--- src/rtl/line_irq_pkg.sv ---
package line_irq_pkg;

  // One-cycle command strobes from the write decoder to the datapath
  typedef struct packed {
    logic latchWr;    // store write data into the reload latch
    logic reloadReq;  // clear the count so the next tick reloads it
    logic irqOff;     // drop enable and acknowledge pending
    logic irqOn;      // raise enable
  } irq_strb_t;

endpackage

--- src/rtl/line_irq_a12_filter.sv ---
module line_irq_a12_filter #(
  parameter int LOW_MIN = 3
) (
  input  logic clk,
  input  logic rst_n,
  input  logic a12In,
  output logic lineTick
);
  localparam int LCW = $clog2(LOW_MIN + 1);

  logic           a12Q;
  logic [LCW-1:0] lowRun;
  logic           armed;

  assign armed = (lowRun >= LCW'(LOW_MIN));

  always_ff @(posedge clk) begin
    if (!rst_n) begin
      a12Q     <= 1'b1;
      lowRun   <= '0;
      lineTick <= 1'b0;
    end else begin
      a12Q     <= a12In;
      lineTick <= a12Q && armed;
      if (a12Q)        lowRun <= '0;
      else if (!armed) lowRun <= lowRun + LCW'(1);
    end
  end

  // a qualified edge gives exactly one tick
  p_single_tick_r9: assert property (@(posedge clk) disable iff (!rst_n)
    lineTick |=> !lineTick);

endmodule

--- src/rtl/line_irq_ctrl.sv ---
module line_irq_ctrl
  import line_irq_pkg::*;
#(
  parameter int          ADDR_W     = 16,
  parameter logic [15:0] DEC_MASK   = 16'hE001,
  parameter logic [15:0] ADR_LATCH  = 16'hC000,
  parameter logic [15:0] ADR_RELOAD = 16'hC001,
  parameter logic [15:0] ADR_OFF    = 16'hE000,
  parameter logic [15:0] ADR_ON     = 16'hE001
) (
  input  logic              wrEn,
  input  logic [ADDR_W-1:0] wrAddr,
  output irq_strb_t         strb
);
  logic [ADDR_W-1:0] masked;

  assign masked = wrAddr & ADDR_W'(DEC_MASK);

  always_comb begin
    strb = '0;
    if (wrEn) begin
      if (masked == ADDR_W'(ADR_LATCH))  strb.latchWr   = 1'b1;
      if (masked == ADDR_W'(ADR_RELOAD)) strb.reloadReq = 1'b1;
      if (masked == ADDR_W'(ADR_OFF))    strb.irqOff    = 1'b1;
      if (masked == ADDR_W'(ADR_ON))     strb.irqOn     = 1'b1;
    end
  end

endmodule

--- src/rtl/line_irq_dp.sv ---
module line_irq_dp
  import line_irq_pkg::*;
#(
  parameter int CNT_W = 8
) (
  input  logic             clk,
  input  logic             rst_n,
  input  irq_strb_t        strb,
  input  logic [CNT_W-1:0] wrData,
  input  logic             lineTick,
  output logic             pendQ
);
  logic [CNT_W-1:0] latchQ;
  logic [CNT_W-1:0] cntQ;
  logic [CNT_W-1:0] nextCnt;
  logic             enQ;

  assign nextCnt = (cntQ == '0) ? latchQ : cntQ - CNT_W'(1);

  always_ff @(posedge clk) begin
    if (!rst_n) begin
      latchQ <= '0;
      cntQ   <= '0;
      enQ    <= 1'b0;
      pendQ  <= 1'b0;
    end else begin
      if (strb.latchWr) latchQ <= wrData;

      if (strb.reloadReq)  cntQ <= '0;
      else if (lineTick)   cntQ <= nextCnt;

      if (strb.irqOff)     enQ <= 1'b0;
      else if (strb.irqOn) enQ <= 1'b1;

      if (strb.irqOff)
        pendQ <= 1'b0;
      else if (lineTick && !strb.reloadReq && nextCnt == '0 && enQ)
        pendQ <= 1'b1;
    end
  end

  // pending rises only from a tick while enabled
  p_rise_needs_en_r6: assert property (@(posedge clk) disable iff (!rst_n)
    $rose(pendQ) |-> $past(enQ) && $past(lineTick));
  // acknowledge drops enable and pending
  p_ack_clears_r7: assert property (@(posedge clk) disable iff (!rst_n)
    strb.irqOff |=> !pendQ && !enQ);
  // reload request leaves the count at zero
  p_reload_zero_r4: assert property (@(posedge clk) disable iff (!rst_n)
    strb.reloadReq |=> cntQ == '0);
  // no tick, no reload -> count holds
  p_cnt_hold_r5: assert property (@(posedge clk) disable iff (!rst_n)
    !lineTick && !strb.reloadReq |=> $stable(cntQ));
  // enabling does not touch pending
  p_on_keeps_pend_r8: assert property (@(posedge clk) disable iff (!rst_n)
    strb.irqOn && !lineTick |=> pendQ == $past(pendQ));
  // latch takes the written byte
  p_latch_load_r3: assert property (@(posedge clk) disable iff (!rst_n)
    strb.latchWr |=> latchQ == $past(wrData));

endmodule

--- src/rtl/line_irq_counter.sv ---
module line_irq_counter
  import line_irq_pkg::*;
#(
  parameter int ADDR_W  = 16,
  parameter int DATA_W  = 8,
  parameter int LOW_MIN = 3
) (
  input  logic              clk,
  input  logic              rst_n,
  input  logic              wrEn,
  input  logic [ADDR_W-1:0] wrAddr,
  input  logic [DATA_W-1:0] wrData,
  input  logic              a12In,
  output logic              irqN
);
  localparam int CNT_W = DATA_W;

  irq_strb_t strb;
  logic      lineTick;
  logic      pendQ;

  line_irq_a12_filter #(.LOW_MIN(LOW_MIN)) u_filter (
    .clk(clk), .rst_n(rst_n), .a12In(a12In), .lineTick(lineTick)
  );

  line_irq_ctrl #(.ADDR_W(ADDR_W)) u_ctrl (
    .wrEn(wrEn), .wrAddr(wrAddr), .strb(strb)
  );

  line_irq_dp #(.CNT_W(CNT_W)) u_dp (
    .clk(clk), .rst_n(rst_n), .strb(strb), .wrData(wrData),
    .lineTick(lineTick), .pendQ(pendQ)
  );

  assign irqN = ~pendQ;

endmodule

--- config.mk ---
export PLATFORM = sky130hd
export DESIGN_NAME = line_irq_counter
export DESIGN_NICKNAME = d
export VERILOG_FILES = /design/src/rtl/line_irq_pkg.sv /design/src/rtl/line_irq_a12_filter.sv /design/src/rtl/line_irq_ctrl.sv /design/src/rtl/line_irq_dp.sv /design/src/rtl/line_irq_counter.sv
export SDC_FILE = /design/constraint.sdc
export NUM_CORES = 1
export LEC_CHECK = 0
export BUFFER_PORTS_ARGS = -buffer_cell sky130_fd_sc_hd__buf_4
export CORE_ASPECT_RATIO = 0.7
export CORE_UTILIZATION = 45
export DETAILED_ROUTE_END_ITERATION = 12
export GPL_ROUTABILITY_DRIVEN = 0
export PLACE_DENSITY = 0.74
export SYNTH_ARGS = -nofsm -noshare
export SYNTH_HDL_FRONTEND = slang
export SYNTH_SLANG_ARGS = --single-unit
--- constraint.sdc ---
create_clock -name clk -period 2.6 [get_ports clk]
set_input_delay 0.52 -clock clk [delete_from_list [all_inputs] [get_ports clk]]
set_output_delay 0.52 -clock clk [all_outputs]
set_load 0.02 [all_outputs]
==> metrics.yaml, run 1 <==
run_status:
  status: "complete, no violations"
logic_synthesis:
  synth_cell_types: 38
  syn_area_um2: 1170
  synth_fp_nets: 157
  yosysWarnings: 0
  seq_area_frac_synth_pct: 37.7
  yosys_register_bits: 22
  synthCells: 126
  syn_area_per_cell_um2: 9.27
clock_network:
  htree_levels: 1
  cts_resized: 0
  cts.clk_slew.worst_paths_ps: 80
  clock-sinks: 22
  clk_path_buf_depth: 2
  post_cts_buffers: 0
  cts_buffers: 3
  ctsHoldBuffers: 0
  cts_tree: "yes"
  cts-root-buf: "clkbuf_8"
  clk_latency_ps: 260
timing:
  final_max_slew_viol_count: 0
  max-slew-margin-rel_pct: 64.4
  whs_ps: 441
  fin_setup_tns_ps: 0
  worst_pin_slew_ps: 532
  max_freq_ghz: 0.475
  clock_skew_ps: 2.97
  post-route-period-util_pct: 81.0
  setup_slack_ps: 493
  hold_viol: 0
  report.final.setup_viol: 0
  min_period_ps: 2110
  rsz0062_at_grt: "no"
drt:
  vias: 943
  antenna_left: 0
  drtPass1Iterations: 4
  drc: 0
  vias_per_cell: 5.36
  drt-total-wl_um: 2280
  post_drt_wl_per_cell_um: 12.9
  drtIter0Drc: 34
global_routing:
  grt_pass1_wl_um: 3820
  grt_max_degree: 16
  track_usage_pct: 17.8
  grt.met3_usage_pct: 5.15
  busiest_layer: "met2"
  grt_pass1_vias: 861
  met2_usage_pct: 27.1
  antenna_found_initial: 0
  overflow: 0
  grt.met1_usage_pct: 23.6
floorplan:
  chipHeight_um: 44.6
  core_um2: 2460
  start_util_pct: 47.5
  die_w_um: 62.9
  dieArea_um2: 2810
  pin_count: 29
  num_rows: 15
min_path:
  whs_path_depth: 2
  worst_hold_path_type: "in2reg"
power_and_ir_drop:
  powerDensity_nw_per_um2: 510
  vdd_drop_max_mv: 0.375
  p_total_uw: 698
  power.leakage_nw: 0.521
layout:
  n_antenna_cell: 0
  post-route-util_pct: 55.7
  finalNonFillerCells: 176
  stdcell_area_um2: 1370
  syn_to_final_growth_pct: 17.1
  final_nets: 174
  drive_above_1_share_pct: 21.1
worst_setup_path:
  startpoint_type: "flip-flop"
  worstRegToRegCells: 7
  path_class: "reg2reg"
  slowest_delay_ps: 460
  critical_path_required_ps: 2780
  critPathMaxFanout: 7
  cp_cell_sequence: "inv_1 > ha_1 > xor2_1 > or4_1 > mux2i_1 > o2111ai_1 > o31ai_2"
  endpoint_kind: "flip-flop"
  cp_slowest_cell: "dfxtp_1"
  crit_arrival_ps: 2290
place:
  portBuffers: 16
  pre_cts_ws_ps: 538
  placed_area_um2: 1300
  place_inst: 172
job:
  max-cap-violations: 0
## power by group
group	total [mW]	leakage [nW]	switching (mW)	internal, mW
clock network	0.313	0.0357	0.108	0.206
logic	0.0417	0.308	0.0171	0.0246
registers	0.343	0.178	0.00245	0.340
## cells in the final DEF (no fill, tap or decap), drive strengths merged
master	instances
or3	1
inv	6
nor3	3
buf	17
clkbuf	3
xnor2	1
nor3b	1
o41a	1
o211ai	2
a211oi	3
nand3b	1
o21ai	2
ha	3
mux2i	14
xor2	2
o31ai	3
o2111ai	1
a22oi	2
bufinv	1
o22a	1
mux2	2
nand2	8
a21oi	5
nand4	1
dfxtp	22
a311oi	1
nor2	14
nand3	1
and3	2
o41ai	1
nand2b	5
or4	3
nor2b	9
## cells in the mapped netlist
library cell | number | area, um2
a21oi_1 | 5 | 25.0
or4_1 | 1 | 7.51
or3_2 | 1 | 7.51
nor2_1 | 14 | 52.6
nand2b_1 | 4 | 25.0
xnor2_1 | 1 | 8.76
nand4_1 | 1 | 6.26
or4_4 | 1 | 11.3
dfxtp_1 | 22 | 440
nor3_1 | 2 | 10.0
nor3_2 | 1 | 10.0
a211oi_1 | 3 | 22.5
o2111ai_1 | 1 | 8.76
nand3_1 | 1 | 5.00
clkbuf_1 | 2 | 7.51
nand3b_1 | 1 | 7.51
o31ai_1 | 2 | 15.0
o211ai_1 | 2 | 15.0
a22oi_1 | 2 | 15.0
ha_1 | 3 | 37.5
or4_2 | 1 | 8.76
buf_6 | 3 | 33.8
nor2b_1 | 9 | 56.3
xor2_1 | 2 | 17.5
nand2_1 | 8 | 30.0
nor3b_1 | 1 | 7.51
mux2i_1 | 14 | 140
mux2_2 | 1 | 11.3
mux2_4 | 1 | 15.0
o22a_2 | 1 | 10.0
o31ai_2 | 1 | 12.5
o41a_1 | 1 | 11.3
o41ai_1 | 1 | 8.76
a311oi_1 | 1 | 8.76
inv_1 | 6 | 22.5
and3_1 | 2 | 12.5
nand2b_4 | 1 | 13.8
o21ai_0 | 2 | 10.0
## registers in the layout, summed over array words and instances, names as in the netlist
signal and count:
u_dp.enQ 1, u_filter.lowRun 2, u_dp.pendQ 1, u_filter.lineTick 1, u_dp.cntQ 8, u_filter.a12Q 1
u_dp.latchQ 8
## cell type report
type / count / area (um2)
Timing Repair Buffer: 17 / 128
Clock inverter: 1 / 30.0
Sequential cell: 22 / 440
Inverter: 6 / 22.5
Clock buffer: 3 / 41.3
Fill cell: 213 / 1090
Multi-Input combinational cell: 93 / 664
Tap cell: 34 / 42.5
## worst max-delay path: cells and delay by family, from the launching register on
family	cells	cell delay, ps
buf+inv	1	120
fa+ha+maj	1	290
xor+xnor	1	160
simple gates	1	460
flops	1	460
mux	1	180
compound gates	2	360
## worst paths after layout
check,from,endpoint,slack [ps]
worst max-delay path,u_dp.cntQ[0],u_dp.pendQ,490
worst min register to register,u_filter.a12Q,u_filter.lineTick,490
worst max register to register,u_dp.cntQ[0],u_dp.pendQ,490
worst min-delay path,a12In,u_filter.a12Q,440
## cell families after synthesis
group | share of synthesized area [%]
buffers and inverters | 5.46
AO/OA/AOI/OAI | 13.9
XOR/XNOR | 2.25
AND/OR/NAND/NOR | 23.2
flip-flops | 37.7
multiplexers | 14.2
adder cells (fa/ha/maj) | 3.21
## routing by layer
layer  part of all wire [%]  vias to the layer above
met5                      0                        -
met4                   0.83                        0
met3                    3.6                        2
met2                     45                       24
met1                     50                      437
li1                       -                      480
Note: power is estimated with default switching activity, not from simulation.
==> run 2, diff against run 1 <==
- ABC_AREA: unset -> 1
- clock period: 2.6 -> 2 ns (I/O delays scaled with it)
==> metrics.yaml, run 2 <==
clock_network:
  clock-sinks: 22  # unchanged
  cts-root-buf: "clkbuf_8"  # unchanged
  cts_resized: 0  # unchanged
  cts_tree: "yes"  # unchanged
  ctsHoldBuffers: 0  # unchanged
  cts.clk_slew.worst_paths_ps: 80  # about the same
  cts_buffers: 3  # unchanged
  htree_levels: 1  # unchanged
  clk_path_buf_depth: 2  # unchanged
  post_cts_buffers: 0  # unchanged
  clk_latency_ps: 270  # was 260 ps
logic_synthesis:
  yosys-top-cells-count: "nand2_1, inv_1, dfxtp_1, nor2_1, o21ai_0"  # was dfxtp_1, mux2i_1, nor2_1, nor2b_1, nand2_1
  netlist.area_leader.share_pct: 36.1  # was 37.7%
  synth_edf_count: 0  # unchanged
  seq_area_frac_synth_pct: 36.1  # was 37.7%
  syn_area_per_cell_um2: 7.04  # was 9.27 um2
  synth_top_flop_cell: "dfxtp_1"  # unchanged
  synth_cell_types: 26  # was 38
  synth-async-reset-ratio_pct: 0  # unchanged
  yosysWarnings: 0  # unchanged
  yosysMostFrequentCell: "nand2_1"  # was dfxtp_1
  synthCells: 173  # was 126
  yosys-top-cells-area: "dfxtp_1, nand2_1, inv_1"  # was dfxtp_1, mux2i_1, nor2b_1
  synth_top_cell_by_area: "dfxtp_1"  # unchanged
  yosys_register_bits: 22  # unchanged
  syn_area_um2: 1220  # was 1170 um2
  synth_fp_nets: 204  # was 157
floorplan:
  num_rows: 15  # unchanged
  dieArea_um2: 2920  # was 2810 um2
  die_w_um: 64.2  # was 62.9 um
  start_util_pct: 48.5  # was 47.5%
  chipHeight_um: 45.5  # was 44.6 um
  pin_count: 29  # unchanged
  core_um2: 2510  # was 2460 um2
power_and_ir_drop:
  p_total_uw: 924  # was 698 uW
  power.leakage_nw: 0.711  # was 0.521 nW
  p_int_uw: 742  # was 570 uW
  powerDensity_nw_per_um2: 642  # was 510 nW/um2
  switching_share_pct: 19.7  # was 18.3%
  pwr-share-seq_pct: 48.4  # was 49.1%
  pwr-share-clk_pct: 44.9  # about the same
  combPwrFrac_pct: 6.7  # was 6.0%
  p_sw_uw: 183  # was 127 uW
  vdd_drop_max_mv: 0.464  # was 0.375 mV
timing:
  post-route-period-util_pct: 83.6  # was 81.0%
  rsz0062_at_grt: "no"  # unchanged
  max_freq_ghz: 0.598  # was 0.475 GHz
  worst_pin_slew_ps: 335  # was 532 ps
  clock_skew_ps: 4.47  # was 2.97 ps
  hold_viol: 0  # unchanged
  max-slew-margin-rel_pct: 77.5  # was 64.4%
  min_period_ps: 1670  # was 2110 ps
  fin_setup_tns_ps: 0  # unchanged
  report.final.setup_viol: 0  # unchanged
  final_max_slew_viol_count: 0  # unchanged
  whs_ps: 317  # was 441 ps
layout:
  layout_commonest_cell: "nand2_1"  # was dfxtp_1
  final_cell_mix: "nand2_1, inv_1, dfxtp_1"  # was dfxtp_1, buf_4, nor2_1, mux2i_1, nor2b_1
  reg_top3: "u_dp.cntQ x8, u_dp.latchQ x8, u_filter.lowRun x2"  # unchanged
  finalNonFillerCells: 224  # was 176
  regArea_um2: 440  # unchanged
  final_nets: 222  # was 174
  drive_above_1_share_pct: 20.0  # was 21.1%
  syn_to_final_growth_pct: 18.1  # was 17.1%
  fill_cells: 250  # was 213
  n_antenna_cell: 0  # unchanged
  multiInputGateArea_um2: 643  # was 664 um2
worst_setup_path:
  critPathMaxFanout: 9  # was 7
  startpoint_type: "flip-flop"  # unchanged
  worstRegToRegCells: 10  # was 7
  critical_path_required_ps: 2200  # was 2780 ps
  crit_arrival_ps: 1880  # was 2290 ps
  endpoint_kind: "flip-flop"  # unchanged
  path_class: "reg2reg"  # unchanged
place:
  place_inst: 220  # was 172
  portBuffers: 16  # unchanged
  place_hpwl_um: 2050
min_path:
  whs_path_depth: 2  # unchanged
  worst_hold_path_type: "in2reg"  # unchanged
drt:
  drt-total-wl_um: 2600  # was 2280 um
  drc: 0  # unchanged
  drtIter0Drc: 44  # was 34
  post_drt_wl_per_cell_um: 11.6  # was 12.9 um
  vias_per_cell: 5.09  # was 5.36
  drtPass1Iterations: 4  # unchanged
  antenna_left: 0  # unchanged
  vias: 1141  # was 943
run_status:
  status: "complete, no violations"  # unchanged
global_routing:
  track_usage_pct: 20.0  # was 17.8%
  overflow: 0  # unchanged
  grt_pass1_wl_um: 4370  # was 3820 um
  grt_max_degree: 14  # was 16
  antenna_found_initial: 0  # unchanged
  grt_pass1_vias: 1004  # was 861
job:
  max-cap-violations: 0  # unchanged
run 2: changes by cell type after synthesis, moves of 4 or more:
cell / before / now
nand2_1: 8 / 36
inv_1: 6 / 27
mux2i_1: 14 / 0
o21ai_0: 2 / 14
nor2b_1: 9 / 0
a21oi_1: 5 / 12
nand3_1: 1 / 8
nand2_2: 0 / 5
nor2_1: 14 / 19
nand2b_1: 4 / 0
run 2: worst paths after layout:
path	start	endpoint	slack (ps)
worst min register to register	u_filter.a12Q	u_filter.lineTick	450
worst max register to register	u_dp.cntQ[0]	u_dp.pendQ	330
worst min-delay path	a12In	u_filter.a12Q	320
worst max-delay path	u_dp.cntQ[0]	u_dp.pendQ	330
run 2: layout make-up:
class / count / share of cell area [%]
clock inverter: 1 / 2.09
clock buffer: 3 / 2.87
multi-input combinational: 117 / 44.7
sequential: 22 / 30.6
inverter: 31 / 8.43
timing repair buffer: 16 / 8.35
tap: 34 / 2.96
run 2: power groups by stage:
stage	registers, mW	clock network, mW	logic (mW)
3_5_place_dp	0.458	0	0.0615
6_report	0.447	0.415	0.0617
2_1_floorplan	0.457	0	0.0294
4_1_cts	0.447	0.429	0.0617
3_3_place_gp	0.457	0	0.0590
5_1_grt	0.448	0.440	0.0694
run 2: logic make-up after synthesis:
logic type               count (synthesis)  share of synthesized area [%]
flip-flops                              22                           36.1
buffers and inverters                   34                           11.1
AND/OR/NAND/NOR                         82                           35.1
XOR/XNOR                                 2                           1.44
AO/OA/AOI/OAI                           30                           13.1
adder cells (fa/ha/maj)                  3                           3.08
run 2: routing by layer:
layer / track usage, % / wire (um) / vias to the layer above
met5: 0 / 0 / -
met4: 4.44 / 19 / 0
met3: 5.50 / 95 / 4
met2: 35.3 / 1230 / 29
met1: 24.8 / 1260 / 531
li1: - / - / 577
run 2: worst max-delay path, stage by stage, from the launching register on:
cell	delay (ps)
dfxtp_1	340
inv_1	170
ha_1	220
nand3_4	130
inv_4	100
nand2_8	80
nand3_1	70
nand2_1	60
nor2_1	140
nand4_1	160
a21oi_1	140
run 2: metrics by stage:
step                worst slack (ps)  cell area [um2]  utilization, %
floorplan                        581             1220               -
global placement                 375             1370            54.4
detailed placement               345             1370            54.4
CTS                              324             1440            57.2
global route                     167             1440            57.2
finish                           328             1440            57.2
==> run 3, diff against run 2 <==
- ABC_AREA: 1 -> 0
- clock period: 2 -> 1.7 ns (I/O delays scaled with it)
==> metrics.yaml, run 3 (synthesis gave the netlist of run 1 again) <==
clock_network:
  clk_latency_ps: 270  # about the same
  cts_tree: "yes"  # unchanged
  cts_buffers: 3  # unchanged
  clock-sinks: 22  # unchanged
  cts-root-buf: "clkbuf_8"  # unchanged
  cts.clk_slew.worst_paths_ps: 80  # about the same
  clk_path_buf_depth: 2  # unchanged
  htree_levels: 1  # unchanged
timing:
  report.final.setup_viol: 5  # was 0
  clock_skew_ps: 3.94  # was 4.47 ps
  worst_pin_slew_ps: 386  # was 335 ps
  post-route-period-util_pct: 107  # was 83.6%
  hold_viol: 0  # unchanged
  whs_ps: 255  # was 317 ps
  setup_slack_ps: -112  # was 328 ps
  fin_setup_tns_ps: -235  # was 0 ps
  max-slew-margin-rel_pct: 74.2  # was 77.5%
  rsz0062_at_grt: "yes"  # was no
  min_period_ps: 1810  # was 1670 ps
  max_freq_ghz: 0.552  # was 0.598 GHz
  final_max_slew_viol_count: 0  # unchanged
worst_setup_path:
  critPathMaxFanout: 3  # was 9
  endpoint_kind: "flip-flop"  # unchanged
  critical_path_required_ps: 1900  # was 2200 ps
  startpoint_type: "flip-flop"  # unchanged
  path_class: "reg2reg"  # unchanged
  r2r-start: "u_dp.cntQ[0]"  # unchanged
  crit_arrival_ps: 2010  # was 1880 ps
  reg2reg_slack_ps: -110  # was 330 ps
  cp-startpoint: "u_dp.cntQ[0]"  # unchanged
drt:
  antenna_left: 0  # unchanged
  drtPass1Iterations: 4  # unchanged
  post_drt_wl_per_cell_um: 15.2  # was 11.6 um
  vias: 1052  # was 1141
  drtIter0Drc: 17  # was 44
  drt-total-wl_um: 2980  # was 2600 um
  vias_per_cell: 5.37  # was 5.09
  drc: 0  # unchanged
floorplan:
  pin_count: 29  # unchanged
  die_w_um: 62.9  # was 64.2 um
  chipHeight_um: 44.6  # was 45.5 um
  dieArea_um2: 2810  # was 2920 um2
  num_rows: 15  # unchanged
  core_um2: 2460  # was 2510 um2
  start_util_pct: 47.5  # was 48.5%
place:
  pre_cts_ws_ps: -184  # was 345 ps
  portBuffers: 16  # unchanged
  place_inst: 186  # was 220
  place_hpwl_um: 1950  # was 2050 um
global_routing:
  antenna_found_initial: 0  # unchanged
  grt_pass1_wl_um: 4610  # was 4370 um
  grt.met1_usage_pct: 27.0  # was 24.8%
  grt_pass1_vias: 972  # was 1004
  track_usage_pct: 22.4  # was 20.0%
  grt_max_degree: 16  # was 14
  grt.met3_usage_pct: 6.44  # was 5.50%
  overflow: 0  # unchanged
  met2_usage_pct: 36.3  # was 35.3%
  busiest_layer: "met2"  # unchanged
layout:
  drive_above_1_share_pct: 43.8  # was 20.0%
  final_cell_mix: "buf_4, dfxtp_1, nor2_1, mux2i_1, nor2b_1"  # was nand2_1, inv_1, dfxtp_1
  syn_to_final_growth_pct: 40.5  # was 18.1%
  n_antenna_cell: 0  # unchanged
  final_nets: 194  # was 222
  layout_commonest_cell: "buf_4"  # was nand2_1
  fill_cells: 204  # was 250
  finalNonFillerCells: 196  # was 224
  reg_top3: "u_dp.cntQ x8, u_dp.latchQ x8, u_filter.lowRun x2"  # unchanged
power_and_ir_drop:
  combPwrFrac_pct: 6.4  # was 6.7%
  powerDensity_nw_per_um2: 666  # was 642 nW/um2
  pwr-share-clk_pct: 45.7  # was 44.9%
  p_sw_uw: 218  # was 183 uW
  vdd_drop_max_mv: 0.466  # was 0.464 mV
  switching_share_pct: 19.9  # was 19.7%
  pwr-share-seq_pct: 48.0  # was 48.4%
  power.leakage_nw: 0.654  # was 0.711 nW
  p_int_uw: 875  # was 742 uW
job:
  max-cap-violations: 0  # unchanged
min_path:
  worst_hold_path_type: "in2reg"  # unchanged
  hold_start: "a12In"  # unchanged
run_status:
  status: "finished, violations left"  # was complete, no violations
  violations: "negative setup slack"
==> run 3: area by class of cell <==
type / instances / area (um2) / share of cell area (%)
Clock buffer: 3 / 41.3 / 2.52
Clock inverter: 1 / 30.0 / 1.83
Inverter: 6 / 22.5 / 1.37
Multi-Input combinational cell: 93 / 767 / 46.7
Sequential cell: 22 / 445 / 27.1
Tap cell: 34 / 42.5 / 2.59
Timing Repair Buffer: 37 / 293 / 17.8
==> run 3: path summary, 6_finish.rpt <==
kind,to,cells after the start
setup / recovery,u_dp.pendQ,7
hold / removal,u_filter.a12Q,2
hold reg to reg,u_filter.lineTick,1
setup reg to reg,u_dp.pendQ,7
==> run 3: power groups by stage <==
stage | clock (mW) | combinational [mW] | sequential, mW
after floorplan | 0 | 0.0277 | 0.535
after global placement | 0 | 0.0624 | 0.536
after detailed placement | 0 | 0.0651 | 0.536
after CTS | 0.502 | 0.0666 | 0.524
after global routing | 0.525 | 0.0753 | 0.525
final | 0.499 | 0.0697 | 0.524
==> run 3: worst max-delay path: stages, from the launching register on <==
cell	delay, ps
dfxtp_2	360
inv_2	50
ha_2	190
xor2_1	140
or4_4	480
mux2i_1	190
o2111ai_2	150
o31ai_2	180
==> run 3: what timing repair did <==
| action | 4_1_cts | 5_1_grt |
|---|---|---|
| pin swaps | 5 | 11 |
| setup endpoints to repair | 7 | 9 |
| hold buffers | 0 | 0 |
| buffers inserted | 1 | 5 |
| gates resized for setup | 13 | 17 |
==> run 3: through the flow <==
step                power, mW  util, %  instance area (um2)
floorplan               0.562        -                 1170
global placement        0.598     57.3                 1410
detailed placement      0.601     57.3                 1410
CTS                      1.09     62.4                 1530
global route             1.12     66.8                 1640
finish                   1.09     66.8                 1640
==> run 3: routing by layer <==
layer  share of wire [%]  up-vias  routed length, um
li1                    -      519                  -
met1                  46      503               1380
met2                  47       23               1410
met3                 4.2        7                124
met4                 2.2        0                 67
met5                   0        -                  0
